`config.mk`:
```
export PLATFORM = sky130hd
export DESIGN_NAME = uasMonitor
export DESIGN_NICKNAME = d
export VERILOG_FILES = /design/src/rtl/uasMonPkg.sv /design/src/rtl/uasCtrl.sv /design/src/rtl/uasDatapath.sv /design/src/rtl/uasMonitor.sv
export SDC_FILE = /design/constraint.sdc
export NUM_CORES = 1
export LEC_CHECK = 0
export CORE_AREA = 2 2 176 178
export DETAILED_ROUTE_END_ITERATION = 16
export DIE_AREA = 0 0 178 180
export GPL_TIMING_DRIVEN = 0
export PLACE_DENSITY = 0.8
export REMOVE_ABC_BUFFERS = 1
export SLEW_MARGIN = 10
export SYNTH_ARGS = -nofsm -noshare
export SYNTH_HDL_FRONTEND = slang
export SYNTH_HIERARCHICAL = 1
export SYNTH_SLANG_ARGS = --single-unit
```
`constraint.sdc`:
```
create_clock -name clk -period 20.2 [get_ports clk]
set_clock_uncertainty 0.05 [all_clocks]
set_input_delay 3.03 -clock clk [delete_from_list [all_inputs] [get_ports clk]]
set_output_delay 3.03 -clock clk [all_outputs]
set_load 0.02 [all_outputs]
```
`src/rtl/uasMonPkg.sv`:
```
package uasMonPkg;
  localparam int unsigned INC_W = 8;
  localparam int unsigned NUM_SIDES = 2;
  localparam int unsigned CNT_PER_SIDE = 3;
  localparam int unsigned NUM_CNT = NUM_SIDES * CNT_PER_SIDE;

  typedef struct packed {
    logic [INC_W-1:0] addEs;
    logic [INC_W-1:0] addSes;
    logic [INC_W-1:0] addUas;
  } cntStrobeT;
endpackage

```
`src/rtl/uasCtrl.sv`:
```
module uasCtrl
  import uasMonPkg::*;
#(
  parameter int unsigned RUN_W = 5
) (
  input  logic             clk,
  input  logic             rstN,
  input  logic             secTick,
  input  logic             secEs,
  input  logic             secSes,
  input  logic [RUN_W-1:0] enterLen,
  input  logic [RUN_W-1:0] exitLen,
  output cntStrobeT        strobe,
  output logic             unavailQ
);
  logic [RUN_W-1:0] effEnter, effExit, runInc;
  logic [RUN_W-1:0] runQ, runD, pendEsQ, pendEsD, pendSesQ, pendSesD;
  logic             unavailD;

  assign effEnter = (enterLen == '0) ? RUN_W'(1) : enterLen;
  assign effExit  = (exitLen == '0) ? RUN_W'(1) : exitLen;
  assign runInc   = runQ + RUN_W'(1);

  always_comb begin
    strobe   = '0;
    unavailD = unavailQ;
    runD     = runQ;
    pendEsD  = pendEsQ;
    pendSesD = pendSesQ;
    if (secTick) begin
      if (!unavailQ) begin
        if (secSes) begin
          if (runInc == effEnter) begin
            unavailD      = 1'b1;
            strobe.addUas = INC_W'(effEnter);
            runD = '0; pendEsD = '0; pendSesD = '0;
          end else begin
            runD     = runInc;
            pendEsD  = pendEsQ + RUN_W'(1);
            pendSesD = pendSesQ + RUN_W'(1);
          end
        end else begin
          strobe.addEs  = INC_W'(pendEsQ) + INC_W'(secEs);
          strobe.addSes = INC_W'(pendSesQ);
          runD = '0; pendEsD = '0; pendSesD = '0;
        end
      end else begin
        if (secSes) begin
          strobe.addUas = INC_W'(runQ) + INC_W'(1);
          runD = '0; pendEsD = '0; pendSesD = '0;
        end else if (runInc == effExit) begin
          unavailD     = 1'b0;
          strobe.addEs = INC_W'(pendEsQ) + INC_W'(secEs);
          runD = '0; pendEsD = '0; pendSesD = '0;
        end else begin
          runD    = runInc;
          pendEsD = pendEsQ + RUN_W'(secEs);
        end
      end
    end
  end

  always_ff @(posedge clk) begin
    if (!rstN) begin
      unavailQ <= 1'b0;
      runQ     <= '0;
      pendEsQ  <= '0;
      pendSesQ <= '0;
    end else begin
      unavailQ <= unavailD;
      runQ     <= runD;
      pendEsQ  <= pendEsD;
      pendSesQ <= pendSesD;
    end
  end
endmodule

```
`src/rtl/uasDatapath.sv`:
```
module uasDatapath
  import uasMonPkg::*;
#(
  parameter int unsigned CNT_W   = 32,
  parameter int unsigned LOSS_W  = 16,
  parameter int unsigned SES_NUM = 3,
  parameter int unsigned SES_DEN = 20,
  parameter int unsigned ADDR_W  = 3
) (
  input  logic                          clk,
  input  logic                          rstN,
  input  logic [LOSS_W-1:0]             lostCnt,
  input  logic [LOSS_W-1:0]             expCnt,
  input  logic                          lossDefect,
  input  logic                          degradeDefect,
  input  logic                          farDefectSeen,
  input  cntStrobeT [NUM_SIDES-1:0]     strobeVec,
  input  logic [ADDR_W-1:0]             rdAddr,
  output logic [NUM_SIDES-1:0]          secEs,
  output logic [NUM_SIDES-1:0]          secSes,
  output logic [NUM_CNT-1:0][CNT_W-1:0] cntVec,
  output logic [CNT_W-1:0]              rdData
);
  localparam int unsigned SCL_W = LOSS_W + 6;
  localparam int unsigned SUM_W = ((CNT_W > INC_W) ? CNT_W : INC_W) + 1;

  logic [SCL_W-1:0] lostScaled, expScaled;
  logic             anyDefect;

  assign anyDefect  = lossDefect | degradeDefect;
  assign lostScaled = SCL_W'(lostCnt) * SCL_W'(SES_DEN);
  assign expScaled  = SCL_W'(expCnt) * SCL_W'(SES_NUM);

  assign secEs[0]  = (lostCnt != '0) | anyDefect;
  assign secSes[0] = (lostScaled > expScaled) | anyDefect;
  assign secEs[1]  = farDefectSeen;
  assign secSes[1] = farDefectSeen;

  for (genvar g = 0; g < NUM_CNT; g++) begin : g_cnt
    localparam int unsigned SIDE = g / CNT_PER_SIDE;
    localparam int unsigned KIND = g % CNT_PER_SIDE;
    logic [INC_W-1:0] inc;
    logic [SUM_W-1:0] sum;
    logic [CNT_W-1:0] cntQ;

    if (KIND == 0) begin : g_es
      assign inc = strobeVec[SIDE].addEs;
    end else if (KIND == 1) begin : g_ses
      assign inc = strobeVec[SIDE].addSes;
    end else begin : g_uas
      assign inc = strobeVec[SIDE].addUas;
    end

    assign sum = SUM_W'(cntQ) + SUM_W'(inc);

    always_ff @(posedge clk) begin
      if (!rstN)                            cntQ <= '0;
      else if (sum > SUM_W'({CNT_W{1'b1}})) cntQ <= '1;
      else                                  cntQ <= sum[CNT_W-1:0];
    end
    assign cntVec[g] = cntQ;
  end

  always_ff @(posedge clk) begin
    if (!rstN)                           rdData <= '0;
    else if (rdAddr < ADDR_W'(NUM_CNT))  rdData <= cntVec[rdAddr];
    else                                 rdData <= '0;
  end
endmodule

```
`src/rtl/uasMonitor.sv`:
```
module uasMonitor
  import uasMonPkg::*;
#(
  parameter int unsigned CNT_W  = 32,
  parameter int unsigned LOSS_W = 16,
  parameter int unsigned RUN_W  = 5
) (
  input  logic              clk,
  input  logic              rstN,
  input  logic              secTick,
  input  logic [LOSS_W-1:0] lostCnt,
  input  logic [LOSS_W-1:0] expCnt,
  input  logic              lossDefect,
  input  logic              degradeDefect,
  input  logic              farDefectSeen,
  input  logic [RUN_W-1:0]  enterLen,
  input  logic [RUN_W-1:0]  exitLen,
  input  logic [2:0]        rdAddr,
  output logic [CNT_W-1:0]  rdData
);
  cntStrobeT [NUM_SIDES-1:0]     strobeVec;
  logic [NUM_SIDES-1:0]          secEs, secSes, unavailVec;
  logic [NUM_CNT-1:0][CNT_W-1:0] cntVec;

  for (genvar s = 0; s < NUM_SIDES; s++) begin : g_side
    uasCtrl #(.RUN_W(RUN_W)) u_ctrl (
      .clk(clk), .rstN(rstN), .secTick(secTick),
      .secEs(secEs[s]), .secSes(secSes[s]),
      .enterLen(enterLen), .exitLen(exitLen),
      .strobe(strobeVec[s]), .unavailQ(unavailVec[s])
    );
  end

  uasDatapath #(.CNT_W(CNT_W), .LOSS_W(LOSS_W), .ADDR_W(3)) u_dp (
    .clk(clk), .rstN(rstN), .lostCnt(lostCnt), .expCnt(expCnt),
    .lossDefect(lossDefect), .degradeDefect(degradeDefect),
    .farDefectSeen(farDefectSeen), .strobeVec(strobeVec), .rdAddr(rdAddr),
    .secEs(secEs), .secSes(secSes), .cntVec(cntVec), .rdData(rdData)
  );
endmodule

```
==> run_results.csv, run 1 <==
group,metric,value,unit
sta,tightest_slew,1320,ps
floorplanning,die-area,0.0320,sq mm
route,vias,16507,
route,avgViaCountPerCell,6.57,
grt,grt.overflow.total,0,
yosys,synth.yosys.seq_area_share,28.8,%
yosys,post_synth_mux_area_share,6.50,%
status,result_of_the_run,"finished, final reports clean",
sta,rsz0062_at_grt,"false",
route,drt_wl_total,46800,um
clock_tree,cts.repair.resized,0,
clock_tree,postCtsSetupBuffers,0,
setup_path,worstSetupEndpointType,"register",
yosys,post_synth_and_or_nand_nor_area_fraction,23.1,%
floorplanning,initial_core_util,59.0,%
floorplanning,fp.coreArea,0.0302,sq mm
route,detail_route.wl_per_cell,18.6,um
layout,utilization,64.9,%
yosys,yosys_register_bits,256,
sta,max-slew-margin-rel,11.5,%
power_and_ir_drop,post-layout-total-power,1.29,mW
sta,setup_total_negative_slack,0,ps
clock_tree,cts_root_buf,"clkbuf_16",
hold_path,hp-class,"reg -> reg",
sta,slew_viol_final,0,
floorplanning,num_io_pins,83,
grt,grt_pass1_wl,75800,um
grt,antenna_violations_before_repair,0,
layout,antenna_cells_inserted,0,
clock_tree,clock_tree.buffer_depth,3,
floorplanning,die_height,180,um
power_and_ir_drop,max-vdd-ir-drop,0.0706,mV
grt,gr_util_all_layers,28.4,%
yosys,yosys.area_share.adder,9.34,%
setup_path,setup.worst_path.class,"in -> reg",
place,port-buffer-count,82,
grt,vias_in_the_first_global_route,15204,
clock_tree,clkSlewWorstSetupHoldPaths,60,ps
power_and_ir_drop,power_density,65.8,mW/mm^2
yosys,postSynthAreaPerCell,8.46,sq um
yosys,synth_xor_area_share,6.41,%
clock_tree,clk-insertion-delay-late,580,ps
yosys,synth_top_cells_by_area,"dfxtp_1, ha_1, a21oi_1",
sta,final_min_period_over_clock_period,52.5,%
yosys,yosysUniqueCellTypes,94,
floorplanning,die-width,178,um
route,detailedRoute.firstPassIterationCount,5,
clock_tree,tritoncts,"done",
route,dr.first_iter.drc_count,1527,
yosys,synth.largest_area_cell,"dfxtp_1",
clock_tree,numClockSinks,256,
sta,setup_viol,0,
setup_path,worstPathRequired,20630,ps
place,dp_hpwl,33500,um
setup_path,critical_path.max_fanout,15,
clock_tree,cts_bufs_inserted,29,
yosys,postSynth.topFlopCell,"dfxtp_1",
floorplanning,site_rows,64,
clock_tree,postCtsHoldBufs,0,
run,max_cap_violation_count,0,
yosys,syn-cell-area,0.0178,sq mm
yosys,synth_warnings,6,
power_and_ir_drop,leakage_component_of_the_power,7.40,nW
sta,final_hold_viol_count,0,
route,number_of_nets_with_antenna_violations_after_detailed_routing,0,
yosys,post_synth_inst_count,2104,
grt,pin_count_of_the_biggest_net_entering_global_routing,115,
layout,area_delta_synth_final,10.2,%
layout,layout.nets,2276,
yosys,synth_top_area_share,28.8,%
sta,period_minus_slack,10610,ps
sta,fmaxAchievable,0.0942,GHz
yosys,synth_top_family_by_area,"simple AND/OR/NAND/NOR gates",
setup_path,cp.arrival,11040,ps
place,place.gp.congestion,0.922,
yosys,synthArstFlopShare,0,%
yosys,synth_compound_area_share,20.6,%
route,remaining_drc_errors,0,
clock_tree,htree_levels,1,
setup_path,critPathLaunchType,"primary input",
layout,final_layout_size_suffix_gt1_share,6.80,%
yosys,synth-edff-count,0,
[synthesized netlist by cell type (56+ instances only)]
cell and number:
and3_1 56, inv_1 63, nand3_1 88, xnor2_1 75, nor2_1 169, nor3_1 64, ha_1 120, clkbuf_1 83
a21oi_1 204, o21ai_0 70, nand2_1 118, dfxtp_1 256
[cells in the final DEF (no fill, tap or decap), drive strengths merged, types with 16 or more instances in the layout]
cell | synthesis | layout
xnor2 | 75 | 75
and4 | 21 | 21
nand3 | 89 | 89
ha | 120 | 120
mux2i | 41 | 41
nand2b | 30 | 30
nand4 | 30 | 30
nor2b | 16 | 16
and2 | 31 | 31
clkdlybuf4s50 | 0 | 78
clkbuf | 83 | 38
a211oi | 24 | 24
nor4 | 49 | 49
dfxtp | 256 | 256
nand2 | 118 | 118
xor2 | 45 | 45
mux4 | 32 | 32
a31oi | 50 | 50
nor2 | 169 | 169
a21o | 27 | 27
nor3 | 66 | 66
o21ai | 77 | 77
inv | 63 | 65
a2111oi | 16 | 16
a21oi | 206 | 206
and3 | 59 | 59
o21a | 23 | 23
[cell type report]
class	instances	area (sq um)
sequential	256	5120
inverter	63	244
clock buffer	38	810
clock inverter	13	195
timing repair buffer	88	908
tap	396	495
multi-input combinational	1659	11800
fill	2446	10600
[metrics by stage]
stage,std cells,instance area (sq um),setup WS [ps],hold WS [ps]
floorplan,1978,17200,10790,403
global placement,2456,18500,7950,418
detailed placement,2462,18600,9190,425
CTS,2513,19600,9710,445
global route,2513,19600,9090,467
finish,2513,19600,9590,447
[path summary, 6_finish.rpt]
check                                                          startpoint  slack [ps]  cells past startpoint                                   endpoint
worst max-delay path                                           lostCnt[1]        9590                     26           u_dp/g_cnt[2].cntQ[9]$_SDFF_PN0_
worst min-delay path            g_side[0].u_ctrl/pendSesQ[1]$_SDFFE_PN0P_         450                      2  g_side[0].u_ctrl/pendSesQ[1]$_SDFFE_PN0P_
worst max register to register      g_side[0].u_ctrl/runQ[0]$_SDFFE_PN0P_       15270                     15           u_dp/g_cnt[2].cntQ[9]$_SDFF_PN0_
worst min register to register  g_side[0].u_ctrl/pendSesQ[1]$_SDFFE_PN0P_         450                      2  g_side[0].u_ctrl/pendSesQ[1]$_SDFFE_PN0P_
[sequential cells by signal, indices dropped and copies added (netlist names)]
register / cells
u_dp/g_cnt.cntQ: 192
g_side.u_ctrl/runQ: 10
g_side.u_ctrl/pendSesQ: 10
g_side.u_ctrl/pendEsQ: 10
g_side.u_ctrl/unavailQ: 2
u_dp/rdData: 32
[worst max-delay path: stages]
cell	delay, ps
clkdlybuf4s50_1	470
ha_1	320
ha_1	240
fa_1	420
a21oi_1	230
o221ai_1	210
o31a_1	330
a221oi_1	510
xnor2_1	120
ha_1	250
a2111oi_0	250
o21ai_0	140
nor3_1	240
o221ai_1	190
a211oi_1	240
nand4_1	410
nor2b_1	380
a31oi_1	310
nor2_1	110
ha_1	360
a21o_1	120
a21oi_1	100
o21a_1	300
nor3_2	750
nand3_1	670
a21oi_1	320
[routing by layer]
metal / up-vias / share of wire (%) / global-route usage (%)
met2: 683 / 47 / 46.7
met5: - / 0 / 0
li1: 7834 / - / -
met1: 7893 / 43 / 38.7
met3: 97 / 7.7 / 3.36
met4: 0 / 2.7 / 9.05
[power by group]
group | internal [mW] | leakage (nW) | switching (mW) | total, mW
logic | 0.0839 | 4.84 | 0.127 | 0.211
clock network | 0.334 | 0.490 | 0.222 | 0.556
registers | 0.514 | 2.07 | 0.00946 | 0.523
[kinds of logic after synthesis]
logic type	after synthesis
AOI/OAI and AO/OA	562
xor gates and xnor gates	124
adders and majority gates	128
buffers and inverters	201
DFF	256
muxes	75
other	2
and+or+nand+nor	756
No activity file was read; power rests on OpenSTA's default activity.
==> inputs of run 2 (changes only) <==
clock period = 10.1 ns   (was 20.2 ns; I/O delays follow)
==> results of run 2 <==
Same layout as run 1 (identical final DEF). Status: finished, final reports clean.
Main changes from that run: setup slack after placement 9190 ps -> 607 ps; setup slack after layout 9590 ps -> 1000 ps; register-to-register setup slack 15270 ps -> 5170 ps; total power 1.29 mW -> 2.58 mW; worst IR drop on VDD 0.0706 mV -> 0.141 mV
